### config.mk
export PLATFORM = sky130hd
export DESIGN_NAME = seclock_top
export DESIGN_NICKNAME = d
export VERILOG_FILES = /design/src/rtl/seclock_pkg.sv /design/src/rtl/seclock_bank.sv /design/src/rtl/seclock_eval.sv /design/src/rtl/seclock_top.sv
export SDC_FILE = /design/constraint.sdc
export NUM_CORES = 1
export LEC_CHECK = 0
export BUFFER_PORTS_ARGS = -buffer_cell sky130_fd_sc_hd__buf_2
export CAP_MARGIN = 10
export CELL_PAD_IN_SITES_DETAIL_PLACEMENT = 0
export CELL_PAD_IN_SITES_GLOBAL_PLACEMENT = 2
export CORE_MARGIN = 3
export CORE_UTILIZATION = 35
export DETAILED_ROUTE_END_ITERATION = 10
export GPL_TIMING_DRIVEN = 1
export HOLD_SLACK_MARGIN = 0.06
export PLACE_DENSITY_LB_ADDON = 0.1
export SLEW_MARGIN = 20
export SYNTH_ARGS = -nofsm -noshare
export SYNTH_HDL_FRONTEND = slang
export SYNTH_SLANG_ARGS = --single-unit
### constraint.sdc
create_clock -name clk -period 3.15 [get_ports clk]
set_clock_uncertainty 0.05 [all_clocks]
set_input_delay 0.63 -clock clk [delete_from_list [all_inputs] [get_ports clk]]
set_output_delay 0.63 -clock clk [all_outputs]
set_load 0.01 [all_outputs]
### src/rtl/seclock_pkg.sv
package seclock_pkg;
    typedef enum logic [2:0] {
        OP_RDLR       = 3'd0,
        OP_WRLR       = 3'd1,
        OP_MODIFY     = 3'd2,
        OP_SECT_ERASE = 3'd3,
        OP_BULK_ERASE = 3'd4
    } op_e;

    localparam int WL_BIT = 0;   // write-lock
    localparam int LD_BIT = 1;   // lock-down
    localparam int LOCK_W = 2;
endpackage

### src/rtl/seclock_bank.sv
module seclock_bank #(
    parameter int NS = 16,   // sectors
    parameter int NB = 16    // sub-sectors per edge sector
) (
    input  logic                          clk,
    input  logic                          rst_n,
    input  logic                          wr_en,
    input  logic [$clog2(NS)-1:0]         wr_sect,
    input  logic                          wr_sub,
    input  logic                          wr_bank,
    input  logic [$clog2(NB)-1:0]         wr_idx,
    input  logic [seclock_pkg::LOCK_W-1:0] wr_bits,
    output logic [NS-1:0][seclock_pkg::LOCK_W-1:0]          sect_lock,
    output logic [1:0][NB-1:0][seclock_pkg::LOCK_W-1:0]     sub_lock
);
    import seclock_pkg::*;

    typedef struct packed {
        logic [NS-1:0][LOCK_W-1:0]      sect;
        logic [1:0][NB-1:0][LOCK_W-1:0] sub;
    } bank_t;

    bank_t bank_d, bank_q;

    always_comb begin
        bank_d = bank_q;
        if (wr_en) begin
            if (wr_sub) bank_d.sub[wr_bank][wr_idx] = wr_bits;
            else        bank_d.sect[wr_sect]        = wr_bits;
        end
    end

    always_ff @(posedge clk or negedge rst_n) begin
        if (!rst_n) bank_q <= '0;
        else        bank_q <= bank_d;
    end

    assign sect_lock = bank_q.sect;
    assign sub_lock  = bank_q.sub;

    for (genvar i = 0; i < NS; i++) begin : g_sect_chk
        // a locked-down sector register never changes
        a_r4_sect_frozen: assert property (@(posedge clk) disable iff (!rst_n)
            bank_q.sect[i][LD_BIT] |=> $stable(bank_q.sect[i]));
    end
    for (genvar b = 0; b < 2; b++) begin : g_bank_chk
        for (genvar j = 0; j < NB; j++) begin : g_sub_chk
            // a locked-down sub-sector register never changes
            a_r4_sub_frozen: assert property (@(posedge clk) disable iff (!rst_n)
                bank_q.sub[b][j][LD_BIT] |=> $stable(bank_q.sub[b][j]));
        end
    end
endmodule

### src/rtl/seclock_eval.sv
module seclock_eval #(
    parameter int NS = 16,
    parameter int NB = 16
) (
    input  logic [NS-1:0][seclock_pkg::LOCK_W-1:0]      sect_lock,
    input  logic [1:0][NB-1:0][seclock_pkg::LOCK_W-1:0] sub_lock,
    input  seclock_pkg::op_e                            kind,
    input  logic [$clog2(NS)-1:0]                       sect,
    input  logic [$clog2(NB)-1:0]                       idx,
    input  logic                                        guard_n,
    output logic                                        deny
);
    import seclock_pkg::*;

    logic       is_low, is_top, is_edge, bank;
    logic       any_sect_wl, any_sub_wl, bank_wl_any;
    logic       top_hold;

    always_comb begin
        is_low   = (sect == '0);
        is_top   = (sect == NS[$clog2(NS)-1:0] - 1'b1);
        is_edge  = is_low || is_top;
        bank     = is_top;
        top_hold = is_top && !guard_n;

        any_sect_wl = 1'b0;
        for (int i = 0; i < NS; i++) any_sect_wl |= sect_lock[i][WL_BIT];
        any_sub_wl  = 1'b0;
        bank_wl_any = 1'b0;
        for (int b = 0; b < 2; b++) begin
            for (int j = 0; j < NB; j++) begin
                any_sub_wl |= sub_lock[b][j][WL_BIT];
                if (b == int'(bank)) bank_wl_any |= sub_lock[b][j][WL_BIT];
            end
        end

        unique case (kind)
            OP_MODIFY:     deny = sect_lock[sect][WL_BIT] || top_hold ||
                                  (is_edge && sub_lock[bank][idx][WL_BIT]);
            OP_SECT_ERASE: deny = sect_lock[sect][WL_BIT] || top_hold ||
                                  (is_edge && bank_wl_any);
            OP_BULK_ERASE: deny = any_sect_wl || any_sub_wl || !guard_n;
            default:       deny = 1'b0;
        endcase
    end
endmodule

### src/rtl/seclock_top.sv
module seclock_top #(
    parameter int ADDR_W   = 20,
    parameter int SECT_LSB = 16,
    parameter int SUB_LSB  = 12,
    parameter int DATA_W   = 8
) (
    input  logic              clk,
    input  logic              rst_n,
    input  logic              op_valid,
    input  logic [2:0]        op_kind,
    input  logic [ADDR_W-1:0] addr,
    input  logic              sub_sel,
    input  logic [DATA_W-1:0] lock_wdata,
    input  logic              top_guard_n,
    output logic              rsp_valid,
    output logic              rsp_allowed,
    output logic [DATA_W-1:0] rsp_rdata
);
    import seclock_pkg::*;

    localparam int SW = ADDR_W - SECT_LSB;
    localparam int BW = SECT_LSB - SUB_LSB;
    localparam int NS = 2 ** SW;
    localparam int NB = 2 ** BW;

    typedef struct packed {
        logic              valid;
        logic              allowed;
        logic [DATA_W-1:0] rdata;
    } rsp_t;

    rsp_t rsp_d, rsp_q;

    logic [NS-1:0][LOCK_W-1:0]      sect_lock;
    logic [1:0][NB-1:0][LOCK_W-1:0] sub_lock;
    logic [SW-1:0]     sect;
    logic [BW-1:0]     idx;
    logic              is_top, use_sub, wr_en, deny;
    logic [LOCK_W-1:0] cur_bits;
    op_e               kind;

    assign kind    = op_e'(op_kind);
    assign sect    = addr[ADDR_W-1:SECT_LSB];
    assign idx     = addr[SECT_LSB-1:SUB_LSB];
    assign is_top  = (sect == SW'(NS - 1));
    assign use_sub = sub_sel && ((sect == '0) || is_top);
    assign cur_bits = use_sub ? sub_lock[is_top][idx] : sect_lock[sect];
    assign wr_en   = op_valid && (kind == OP_WRLR) && !cur_bits[LD_BIT];

    seclock_bank #(.NS(NS), .NB(NB)) u_bank (
        .clk       (clk),
        .rst_n     (rst_n),
        .wr_en     (wr_en),
        .wr_sect   (sect),
        .wr_sub    (use_sub),
        .wr_bank   (is_top),
        .wr_idx    (idx),
        .wr_bits   (lock_wdata[LOCK_W-1:0]),
        .sect_lock (sect_lock),
        .sub_lock  (sub_lock)
    );

    seclock_eval #(.NS(NS), .NB(NB)) u_eval (
        .sect_lock (sect_lock),
        .sub_lock  (sub_lock),
        .kind      (kind),
        .sect      (sect),
        .idx       (idx),
        .guard_n   (top_guard_n),
        .deny      (deny)
    );

    always_comb begin
        rsp_d = '0;
        if (op_valid) begin
            rsp_d.valid = 1'b1;
            unique case (kind)
                OP_RDLR: begin
                    rsp_d.allowed = 1'b1;
                    rsp_d.rdata   = DATA_W'(cur_bits);
                end
                OP_WRLR:                              rsp_d.allowed = !cur_bits[LD_BIT];
                OP_MODIFY, OP_SECT_ERASE, OP_BULK_ERASE: rsp_d.allowed = !deny;
                default:                              rsp_d.allowed = 1'b0;
            endcase
        end
    end

    always_ff @(posedge clk or negedge rst_n) begin
        if (!rst_n) rsp_q <= '0;
        else        rsp_q <= rsp_d;
    end

    assign rsp_valid   = rsp_q.valid;
    assign rsp_allowed = rsp_q.allowed;
    assign rsp_rdata   = rsp_q.rdata;

    // one response per operation, next cycle
    a_r10_rsp_follows: assert property (@(posedge clk) disable iff (!rst_n)
        op_valid |=> rsp_valid);
    a_r10_no_spurious: assert property (@(posedge clk) disable iff (!rst_n)
        !op_valid |=> !rsp_valid);
    // guard pin low blocks modify in the top sector
    a_r7_guard_blocks: assert property (@(posedge clk) disable iff (!rst_n)
        (op_valid && kind == OP_MODIFY && is_top && !top_guard_n) |=> !rsp_allowed);
    // guard pin low blocks bulk erase
    a_r9_bulk_guard: assert property (@(posedge clk) disable iff (!rst_n)
        (op_valid && kind == OP_BULK_ERASE && !top_guard_n) |=> !rsp_allowed);
    // sector-level write-lock blocks sector erase
    a_r8_sect_erase_lock: assert property (@(posedge clk) disable iff (!rst_n)
        (op_valid && kind == OP_SECT_ERASE && sect_lock[sect][WL_BIT]) |=> !rsp_allowed);
    // read data carries only the two lock bits
    a_r2_rdata_upper: assert property (@(posedge clk) disable iff (!rst_n)
        rsp_valid |-> (rsp_rdata[DATA_W-1:LOCK_W] == '0));
endmodule

## Word level (Yosys, flattened, before mapping)

Index checks and enable logic that the tools add are counted.
Widths: inputs -> output; s select.

- Magnitude comparators: 6
- Eq/ne operators: 5
- Reductions and logical operators: 23
- Mux-type cells: 51
- Bitwise gates (word level): 78

Operators with widths:

| operator | count |
|---|---|
| $mux 32 | 3 |
| $or 1x1->1 | 77 |
| $bwmux 64 | 1 |
| $bwmux 32 | 1 |
| $demux 32 s1 | 1 |
| $mux 1 | 32 |
| $bmux 2 s4 | 2 |
| $demux 2 s4 | 2 |
| $mux 2 | 6 |
| $lt 4x5->1 const B | 2 |
| $mux 10 | 1 |
| $logic_and 1x1->1 | 9 |
| $ge 4x1->1 const B | 2 |
| $eq 3x2->1 const B | 2 |
| $logic_or 1x1->1 | 6 |
| $pmux 1 s3 | 2 |
| $eq 4x4->1 const B | 1 |
| $logic_not 4->1 | 1 |
| $reduce_and 2->1 | 2 |
| $eq 3x1->1 const B | 1 |
| $eq 3x3->1 const B | 1 |
| $logic_not 1->1 | 3 |
| $logic_not 3->1 | 1 |
| $reduce_or 3->1 | 1 |
| 3 further kinds | 3 |

- Input port bits: 36
- Bits in registers: 106

## Depth between registers and ports, before layout

Gate-level depths: netlist of the first run.

- Word-level depth: 70
- Gate-level depth with buffers: 10
- Mapped depth without buffers: 6

## Modules after synthesis

Synthesis of the first run repeated with hierarchy kept, for this count alone.

- Cells, all modules: 477
- Area total of the unflattened synthesis: 5,799.3 um2

Modules (own cells, without submodules):

| module | cells an instance | area an instance (um2) | times used |
|---|---|---|---|
| seclock_bank | 284 | 4,001.3 | 1 |
| seclock_top | 114 | 1,102.3 | 1 |
| seclock_eval | 79 | 695.7 | 1 |

## Worst setup path before layout of the first run

No wires, ideal clock.

- Kind: input -> register
- Start point: input addr[12]
- End point: register u_bank.bank_q (netlist bit u_bank.sub_lock[32])
- Required time: 2.972 ns
- Path buffers: 2
- Stages on the path: 8
- Slack: 0.483 ns
- Data arrival time: 2.489 ns
- Cell sequence: buf_2 mux4_2 nand2_1 a21oi_1 a41o_4 buf_6 a211oi_1 mux2_1

- Cells in the longest elaborated chain, start to end: 7
- Elaborated cells on any way between the ends: 14

Ends and longest elaborated chain:

| what | line | RTL |
|---|---|---|
| start, declared | seclock_top.sv:11 | `input logic [ADDR_W-1:0] addr,` |
| $lt 4x5->1 (implied by the code) / $ge 4x1->1 (equally long branches) | seclock_bank.sv:28 | `if (wr_sub) bank_d.sub[wr_bank][wr_idx] = wr_bits;` |
| $logic_and 1x1->1 (implied by the code) | seclock_bank.sv:28 |  |
| $mux 2 (implied by the code) | seclock_bank.sv:28 |  |
| $demux 2 s4 | - |  |
| $mux 32 (implied by the code) | seclock_bank.sv:28 |  |
| $demux 32 s1 | - |  |
| $bwmux 64 | seclock_bank.sv:28 |  |
| end signal, assigned | seclock_bank.sv:35 | `else bank_q <= bank_d;` |
| end, declared | seclock_bank.sv:23 | `bank_t bank_d, bank_q;` |

Parallel ways exist; a longest one is shown, timed or not. The select of a mux whose other input is x is not followed.
A chain may end at the register's enable or synchronous reset.

## Worst setup path after layout of the first run

- Start point: input addr[12]
- End point: register u_bank.bank_q (netlist bit u_bank.sub_lock[30])

Same word-level chain as after synthesis.

==> flow_summary.ini, run 1 <==
[status]
status = finished, final reports clean

[setup_path]
critPathLaunchType = input pin
worstPathCellList = buf_2 > mux4_2 > mux2i_1 > mux2i_2 > a21o_1 > nor3_1 > mux2_1
required_ns = 3.33
r2r_cells = 6
r2r_end = u_bank.sub_lock[30]
critPathKind = in -> reg
slowest_stage = mux4_2
critPathArrivalTime_ns = 2.91
cp_max_fo = 8
cp-end-kind = register
reg2reg_slack_ns = 0.69
reg2reg_from = u_bank.sub_lock[63]
cp_slowest_stage_delay_ns = 0.56

[clock_network]
cts_hold_buf = 0
cts_resized = 0
numCtsBuffers = 9
cts.reportedPaths.clkPinSlew_ns = 0.07
cts-root-buf = clkbuf_16
cts_tree = yes
cts_num_sinks = 100
post_cts_buffers = 0
htreeDepth = 3
ctsLongestPathBuffers = 2
clk-insertion-delay-late_ns = 0.35

[floorplan]
dieArea_mm2 = 0.0172
fp.dieH_um = 131
io_pins = 46
core_area_mm2 = 0.0153
die_x_um = 131
initial_core_util_pct = 36.0
rows = 45

[synth]
synth_cell_types = 55
synthArstFlopShare_pct = 100
yosys.area.top_type = dfrtp_1
synth_top_cells_by_count = dfrtp_1 (100), mux2_1 (50), nand2_1 (41), o21bai_1 (20), nor2_1 (19)
synth_edf_count = 0
syn_area_mm2 = 0.00549
yosys_warnings = 0
synth_top_area_share_pct = 45.6
avgSynthCellArea_um2 = 11.4
synth_area_leaders = dfrtp_1 (46%), mux2_1 (10%), mux4_2 (6.2%)
netlist_instances = 481
synth-main-ff-cell = dfrtp_1
synth_most_common_cell = dfrtp_1
seq_area_frac_synth_pct = 45.6
synth-seq-cells = 100

[pwr]
clock_power_share_pct = 40.6
leakagePower_nw = 2.89
power_density_mw_per_mm2 = 453
swShare_pct = 26.4
p_int_mw = 2.06
power_frac_comb_pct = 11.2
power_frac_seq_pct = 48.2
vdd_drop_max_mv = 0.327
p_switching_mw = 0.736

[detailed_routing]
firstDrtPassIters = 4
route.detailed.wl_per_inst_um = 21.1
vias = 4044
drt-initial-drc-count = 290
drc = 0
wl_um = 15100
via_per_inst = 5.65
ant_nets = 0

[grt]
grt_max_degree = 54
first_global_vias = 4130
antenna_found_initial = 0
grt_pass1_wl_um = 24500
grt_usage_pct = 18.0
gr-total-overflow = 0

[layout]
fin_area_mm2 = 0.00616
multi_input_area_mm2 = 0.00275
final_layout_size_suffix_gt1_share_pct = 18.8
area_growth_pct = 12.2
fill_cells = 1497
nNetsFinal = 536
finalCoreUtilization_pct = 40.4
ff_latch_area_mm2 = 0.00250
n_antenna_cell = 0

[placement]
port_buffers = 21
gp_congestion = 0.751
hpwl_um = 10600
placed_area_mm2 = 0.00586

[sta]
slew_viol_final = 0
period_share_pct = 86.7
setup_viol = 0
fmax_mhz = 366
fin_hold_ws_ns = 0.232
fin_crit_ns = 2.73
worst_pin_slew_ns = 0.847
maxSlewHeadroom_pct = 43.6
finalSetupTns_ns = 0
finalHoldViolations = 0
rsz0062_at_grt = false

[worst_hold_path]
min_path_type = in -> async

[run]
cap_violations = 0
==> layout make-up <==
cell class	instances	area share, %
multi-input cells	338	44.6
flip-flops and latches	100	40.6
repair buffers	48	5.44
well taps	211	4.29
clock buffers	9	3.66
clock inverters	7	1.18
inverters	3	0.183
==> power by group through the flow <==
stage / clock network (mW) / registers [mW] / logic [mW]
floorplan: 0 / 1.36 / 0.198
global placement: 0 / 1.37 / 0.313
detailed placement: 0 / 1.37 / 0.316
CTS: 1.17 / 1.34 / 0.317
global route: 1.22 / 1.35 / 0.347
finish: 1.13 / 1.35 / 0.312
==> routing by layer <==
metal | vias up | GRT usage [%] | part of all wire, %
li1 | 1853 | - | -
met4 | 0 | 4.55 | 1.3
met3 | 18 | 3.91 | 3.0
met5 | - | 0 | 0
met2 | 72 | 28.6 | 48
met1 | 2101 | 25.3 | 48
==> registers in the layout, indices dropped and copies added (netlist names) <==
register and cells:
rsp_rdata 2, u_bank.sect_lock 32, rsp_allowed 1, rsp_valid 1, u_bank.sub_lock 64
==> metrics by stage <==
stage          power, mW  setup WS, ns  std cells
2_1_floorplan       1.56         0.483        486
3_3_place_gp        1.68        0.0616        700
3_5_place_dp        1.69        0.0755        700
4_1_cts             2.83         0.428        716
5_1_grt             2.92         0.287        716
6_report            2.79         0.419        716
==> kinds of logic after synthesis <==
group / count (synthesis) / share of synthesized area (%)
mux: 81 / 19.4
other cells: 1 / 0.0683
buf+inv: 48 / 4.72
compound gates: 91 / 14.7
flops: 100 / 45.6
simple gates: 160 / 15.5
==> worst max-delay path by stage <==
stage,from,endpoint,depth (start not counted)
6_report,addr[12],u_bank.sub_lock[30],7
5_1_grt,addr[12],u_bank.sub_lock[30],7
4_1_cts,addr[12],u_bank.sub_lock[30],7
3_5_place_dp,addr[12],u_bank.sub_lock[30],7
3_3_place_gp,addr[12],u_bank.sub_lock[30],7
2_1_floorplan,addr[12],u_bank.sub_lock[32],8
==> cell usage in the layout, fill, tap and decap left out, types with 10 or more instances in the layout <==
| master | n |
|---|---|
| nor3b_1 | 10 |
| nand3_1 | 17 |
| a41o_1 | 17 |
| dfrtp_1 | 100 |
| o21bai_1 | 20 |
| mux2_1 | 50 |
| buf_4 | 26 |
| mux2i_1 | 15 |
| nor3_1 | 17 |
| buf_2 | 20 |
| nand2_1 | 41 |
| nand4_1 | 10 |
| mux4_2 | 15 |
| nor2_1 | 19 |
| a21o_1 | 12 |
| nor4_1 | 12 |
==> critical path, delay by kind of cell <==
family	cells	cell delay, ns
compound gates	1	0.32
buf+inv	1	0.29
simple gates	1	0.24
mux	4	1.43
Note: power is estimated with default switching activity, not from simulation.
==> run 2: changes to the inputs <==
clock period = 3 ns   (was 3.15 ns; I/O delays follow)
==> run 2 against run 1 <==
Final cell count grew 0.84%. Power grew 4.0%. Worst hold slack lost 0.048 ns. Non-clock buffer count grew 6. Combinational power grew 6.4%. Sequential power grew 4%. Via count shrank 1.1%. Global-route usage grew 0.19 points. Sequential cell count is the same. Design area grew 0.85%.
==> flow_summary.ini, run 2 (same netlist as run 1, synthesis figures left out) <==
[placement]
port_buffers = 21
placed_cells = 706
pre_cts_ws_ns = 0.0733
hpwl_um = 10600
gp_congestion = 0.756
placed_area_mm2 = 0.00592

[sta]
fin_crit_ns = 2.56
fmax_mhz = 390
finalHoldViolations = 0
maxSlewHeadroom_pct = 45.9
setup_viol = 0
rsz0062_at_grt = false
worst_pin_slew_ns = 0.812
slew_viol_final = 0
period_share_pct = 85.4
fin_hold_ws_ns = 0.185
setup_slack_ns = 0.439
finalSetupTns_ns = 0

[pwr]
power_density_mw_per_mm2 = 467
vdd_drop_max_mv = 0.265
power_frac_seq_pct = 48.6
clock_power_share_pct = 39.9
total_power_mw = 2.90
p_switching_mw = 0.809
p_int_mw = 2.09
power_frac_comb_pct = 11.4
swShare_pct = 27.9
leakagePower_nw = 2.92

[clock_network]
cts-root-buf = clkbuf_16
numCtsBuffers = 9
htreeDepth = 3
cts_hold_buf = 0
ctsLongestPathBuffers = 2
post_cts_buffers = 0
clk-insertion-delay-late_ns = 0.36
cts.reportedPaths.clkPinSlew_ns = 0.07
cts_resized = 0
cts_num_sinks = 100
cts_tree = yes

[layout]
largest_reg_flops = 64
stdcell_count = 722
n_antenna_cell = 0
final_cell_mix = dfrtp_1 (100), mux2_1 (50), nand2_1 (41)
fin_area_mm2 = 0.00621
area_growth_pct = 13.1
final_layout_size_suffix_gt1_share_pct = 19.8
finalCoreUtilization_pct = 40.7
nNetsFinal = 542
final_common_cell = dfrtp_1

[setup_path]
critPathArrivalTime_ns = 2.75
critPathLaunch = addr[12]
required_ns = 3.19
critPathKind = in -> reg
r2r_end = u_bank.sub_lock[8]
endpoint = u_bank.sub_lock[8]
cp_max_fo = 18
r2r_cells = 6
cp-end-kind = register
reg2reg_from = u_bank.sub_lock[7]
critPathLaunchType = input pin
reg2reg_slack_ns = 0.62

[detailed_routing]
drt-initial-drc-count = 250
firstDrtPassIters = 4
wl_um = 15100
drc = 0
vias = 4001
ant_nets = 0
route.detailed.wl_per_inst_um = 20.9
via_per_inst = 5.54

[grt]
grt_pass1_wl_um = 24700
first_global_vias = 4197
antenna_found_initial = 0
grt_usage_pct = 18.2
gr-total-overflow = 0
grt_max_degree = 49

[run]
cap_violations = 0

[floorplan]
io_pins = 46
die_x_um = 131
dieArea_mm2 = 0.0172
core_area_mm2 = 0.0153
initial_core_util_pct = 36.0
fp.dieH_um = 131
rows = 45

[worst_hold_path]
min_path_type = in -> async

[status]
status = finished, final reports clean
-- run 2: power by group through the flow --
stage / clock (mW) / sequential (mW) / combinational, mW
floorplan: 0 / 1.43 / 0.208
global placement: 0 / 1.44 / 0.335
detailed placement: 0 / 1.44 / 0.337
CTS: 1.21 / 1.41 / 0.339
global route: 1.25 / 1.42 / 0.370
finish: 1.16 / 1.41 / 0.332
-- run 2: final cells by class --
| class | instances | area [um2] |
|---|---|---|
| multi-input cells | 338 | 2750 |
| well taps | 211 | 264 |
| flip-flops and latches | 100 | 2500 |
| inverters | 3 | 11.3 |
| fillers | 1476 | 9050 |
| repair buffers | 54 | 393 |
| clock inverters | 7 | 67.6 |
| clock buffers | 9 | 225 |
-- run 2: worst max-delay path, cell delays in order --
cell and delay (ns):
buf_2 0.24, mux4_2 0.53, nand2_1 0.09, a21oi_1 0.09
a41o_4 0.38, a2111oi_2 0.45, mux2_1 0.36
-- run 2: per-layer routing --
metal	vias up	routed length, um	share of wire, %	track usage, %
met5	-	0	0	0
met4	0	190	1.3	4.49
met3	12	560	3.7	3.83
met2	67	7330	49	29.2
met1	2058	7020	46	25.4
li1	1864	-	-	-
-- run 2: worst min-delay path by stage --
stage	cells after the start	slack [ns]	end
global placement	1	0.38	u_bank.sub_lock[21]
global route	1	0.22	u_bank.sub_lock[4]
finish	1	0.18	u_bank.sub_lock[34]
detailed placement	1	0.39	u_bank.sub_lock[21]
floorplan	0	0.25	rsp_allowed
CTS	1	0.20	u_bank.sub_lock[34]
==> run 3: changes to the inputs <==
SYNTH_HIERARCHICAL = 1   (was not set)
==> run 3 against run 2 <==
The run now ends with negative setup slack left. Non-clock buffer count grew 36. Register-to-register slack got worse by 0.40 ns. Sequential share of layout area decreased by 6.1 points. Combinational power grew 9.0%. Largest cell class unchanged. Largest power group unchanged.
==> flow_summary.ini, run 3 <==
[status]
status = finished, violations left
failed_checks = negative setup slack

[clock_network]
cts.reportedPaths.clkPinSlew_ns = 0.07
cts_tree = yes
cts-root-buf = clkbuf_16
clk-insertion-delay-late_ns = 0.35
ctsLongestPathBuffers = 2
cts_hold_buf = 0
numCtsBuffers = 9
cts_num_sinks = 100
htreeDepth = 3

[synth]
yosys_warnings = 6
synthArstFlopShare_pct = 100
synth-main-ff-cell = dfrtp_1
avgSynthCellArea_um2 = 12.2
yosys.area.top_type = dfrtp_1
synth-seq-cells = 100
synth_edf_count = 0
netlist_instances = 477
synth_cell_types = 61
synth_top_cells_by_count = dfrtp_1 (100), mux2_2 (95), nand2_1 (51), mux4_2 (18), nor2_1 (18)
seq_area_frac_synth_pct = 43.1
synth_area_leaders = dfrtp_1 (43%), mux2_2 (18%), mux4_2 (7.0%)
synth_most_common_cell = dfrtp_1
synth_top_area_share_pct = 43.1
syn_area_mm2 = 0.00580

[detailed_routing]
ant_nets = 0
via_per_inst = 5.50
firstDrtPassIters = 4
drt-initial-drc-count = 209
vias = 4227
wl_um = 16700
drc = 0
route.detailed.wl_per_inst_um = 21.8

[layout]
final_layout_size_suffix_gt1_share_pct = 50.9
stdcell_count = 768
area_growth_pct = 26.0
largest_reg_flops = 64
final_cell_mix = dfrtp_1 (100), mux2_2 (76), buf_4 (52)
final_common_cell = dfrtp_1
nNetsFinal = 583
n_antenna_cell = 0
finalCoreUtilization_pct = 45.5
fin_area_mm2 = 0.00731

[floorplan]
initial_core_util_pct = 36.1
dieArea_mm2 = 0.0181
die_x_um = 135
fp.dieH_um = 135
rows = 46
core_area_mm2 = 0.0161
io_pins = 46

[sta]
setup_viol = 12
fin_crit_ns = 3.06
fmax_mhz = 327
slew_viol_final = 0
worst_pin_slew_ns = 0.934
maxSlewHeadroom_pct = 37.7
finalHoldViolations = 0
finalSetupTns_ns = -0.412
rsz0062_at_grt = true
setup_slack_ns = -0.0571
period_share_pct = 102

[grt]
grt_max_degree = 65
antenna_found_initial = 0
first_global_vias = 4397
gr-total-overflow = 0
grt_usage_pct = 19.4
grt_pass1_wl_um = 26600

[placement]
placed_area_mm2 = 0.00656
pre_cts_ws_ns = -0.554
hpwl_um = 11800
gp_congestion = 0.888
placed_cells = 746
port_buffers = 21

[pwr]
power_density_mw_per_mm2 = 426
vdd_drop_max_mv = 0.374
leakagePower_nw = 3.52

[setup_path]
required_ns = 3.18
cp_top_family = multiplexers
reg2reg_slack_ns = 0.22
r2r_cells = 10
cpMostUsedCell = buf_6
worstPathCellList = buf_8 > nand4_4 > buf_12 > mux4_2 > o22a_1 > a31oi_2 > a211oi_2 > nor2_2 > buf_6 > buf_6 > and3b_2 > and4_4 > mux2_4
slowest_stage = mux4_2
cp_max_fo = 5
critPathArrivalTime_ns = 3.24
r2r_end = u_bank/sub_lock[37]
critical_path_buf_inv_count = 4
critPathLaunchType = input pin
cp_slowest_stage_delay_ns = 0.54
critPathKind = in -> reg
cp-end-kind = register
reg2reg_from = u_bank/sub_lock[7]

[worst_hold_path]
min_path_type = in -> async

[run]
cap_violations = 0
-- run 3: cell types whose count changed after synthesis, sizes merged, moves of 10 or more --
cell | previous run | this run
a41o | 18 | 0
nand3 | 17 | 6
a21o | 12 | 0
o21bai | 20 | 0
nor3 | 17 | 4
mux2 | 50 | 98
mux4 | 15 | 25
-- run 3: kinds of logic (layout without fill, tap and decap cells) --
logic type	Yosys count	after routing	share of synthesized area (%)
flops	100	100	43.1
other cells	1	6	0.0647
mux	135	135	31.4
simple gates	163	163	16.7
buf+inv	41	111	3.97
compound gates	37	37	4.73
-- run 3: worst max-delay path by stage --
stage | startpoint | end | slack [ns] | cells after the start
CTS | addr[18] | u_bank/sub_lock[37] | -0.07 | 13
global placement | addr[17] | u_bank/sub_lock[58] | -0.54 | 14
detailed placement | addr[18] | u_bank/sub_lock[57] | -0.55 | 13
finish | addr[18] | u_bank/sub_lock[37] | -0.06 | 13
global route | addr[18] | u_bank/sub_lock[32] | -0.12 | 12
floorplan | addr[19] | u_bank/sub_lock[34] | -0.26 | 11
-- run 3: per-stage QoR --
stage	hold slack, ns	total power, mW
floorplan	0.254	1.62
global placement	0.433	1.77
detailed placement	0.440	1.77
CTS	0.169	3.16
global route	0.191	3.26
finish	0.162	3.12
-- run 3: routing by layer --
metal	up-vias	track usage, %	wire [um]
met1	2182	29.2	8300
li1	1947	-	-
met5	-	0	0
met2	88	28.3	7480
met4	0	4.24	144
met3	10	4.66	824
-- run 3: cell type report --
class,count,area (um2)
clock buffers,10,229
clock inverters,6,111
fillers,1463,8750
inverters,5,18.8
multi-input cells,341,3400
flip-flops and latches,100,2500
well taps,216,270
repair buffers,90,778
-- run 3: worst reg2reg max path, delay by kind of cell (launching register included) --
kind / cells / cell delay (ns)
multiplexers: 2 / 0.82
AND/OR/NAND/NOR: 3 / 0.66
AO/OA/AOI/OAI: 3 / 0.52
flip-flops: 1 / 0.39
buffers and inverters: 2 / 0.22
-- run 3: what timing repair did --
item,CTS,global route
setup buffers,5,1
gates cloned,1,0
pin swaps,10,6
setup endpoints to repair,79,91
gates resized for setup,48,47
-- run 3: power by group --
part           switching, mW  total [mW]  internal (mW)
Sequential            0.0266        1.41           1.38
Clock                  0.530        1.35          0.818
Combinational          0.202       0.362          0.160
Total                  0.759        3.12           2.36
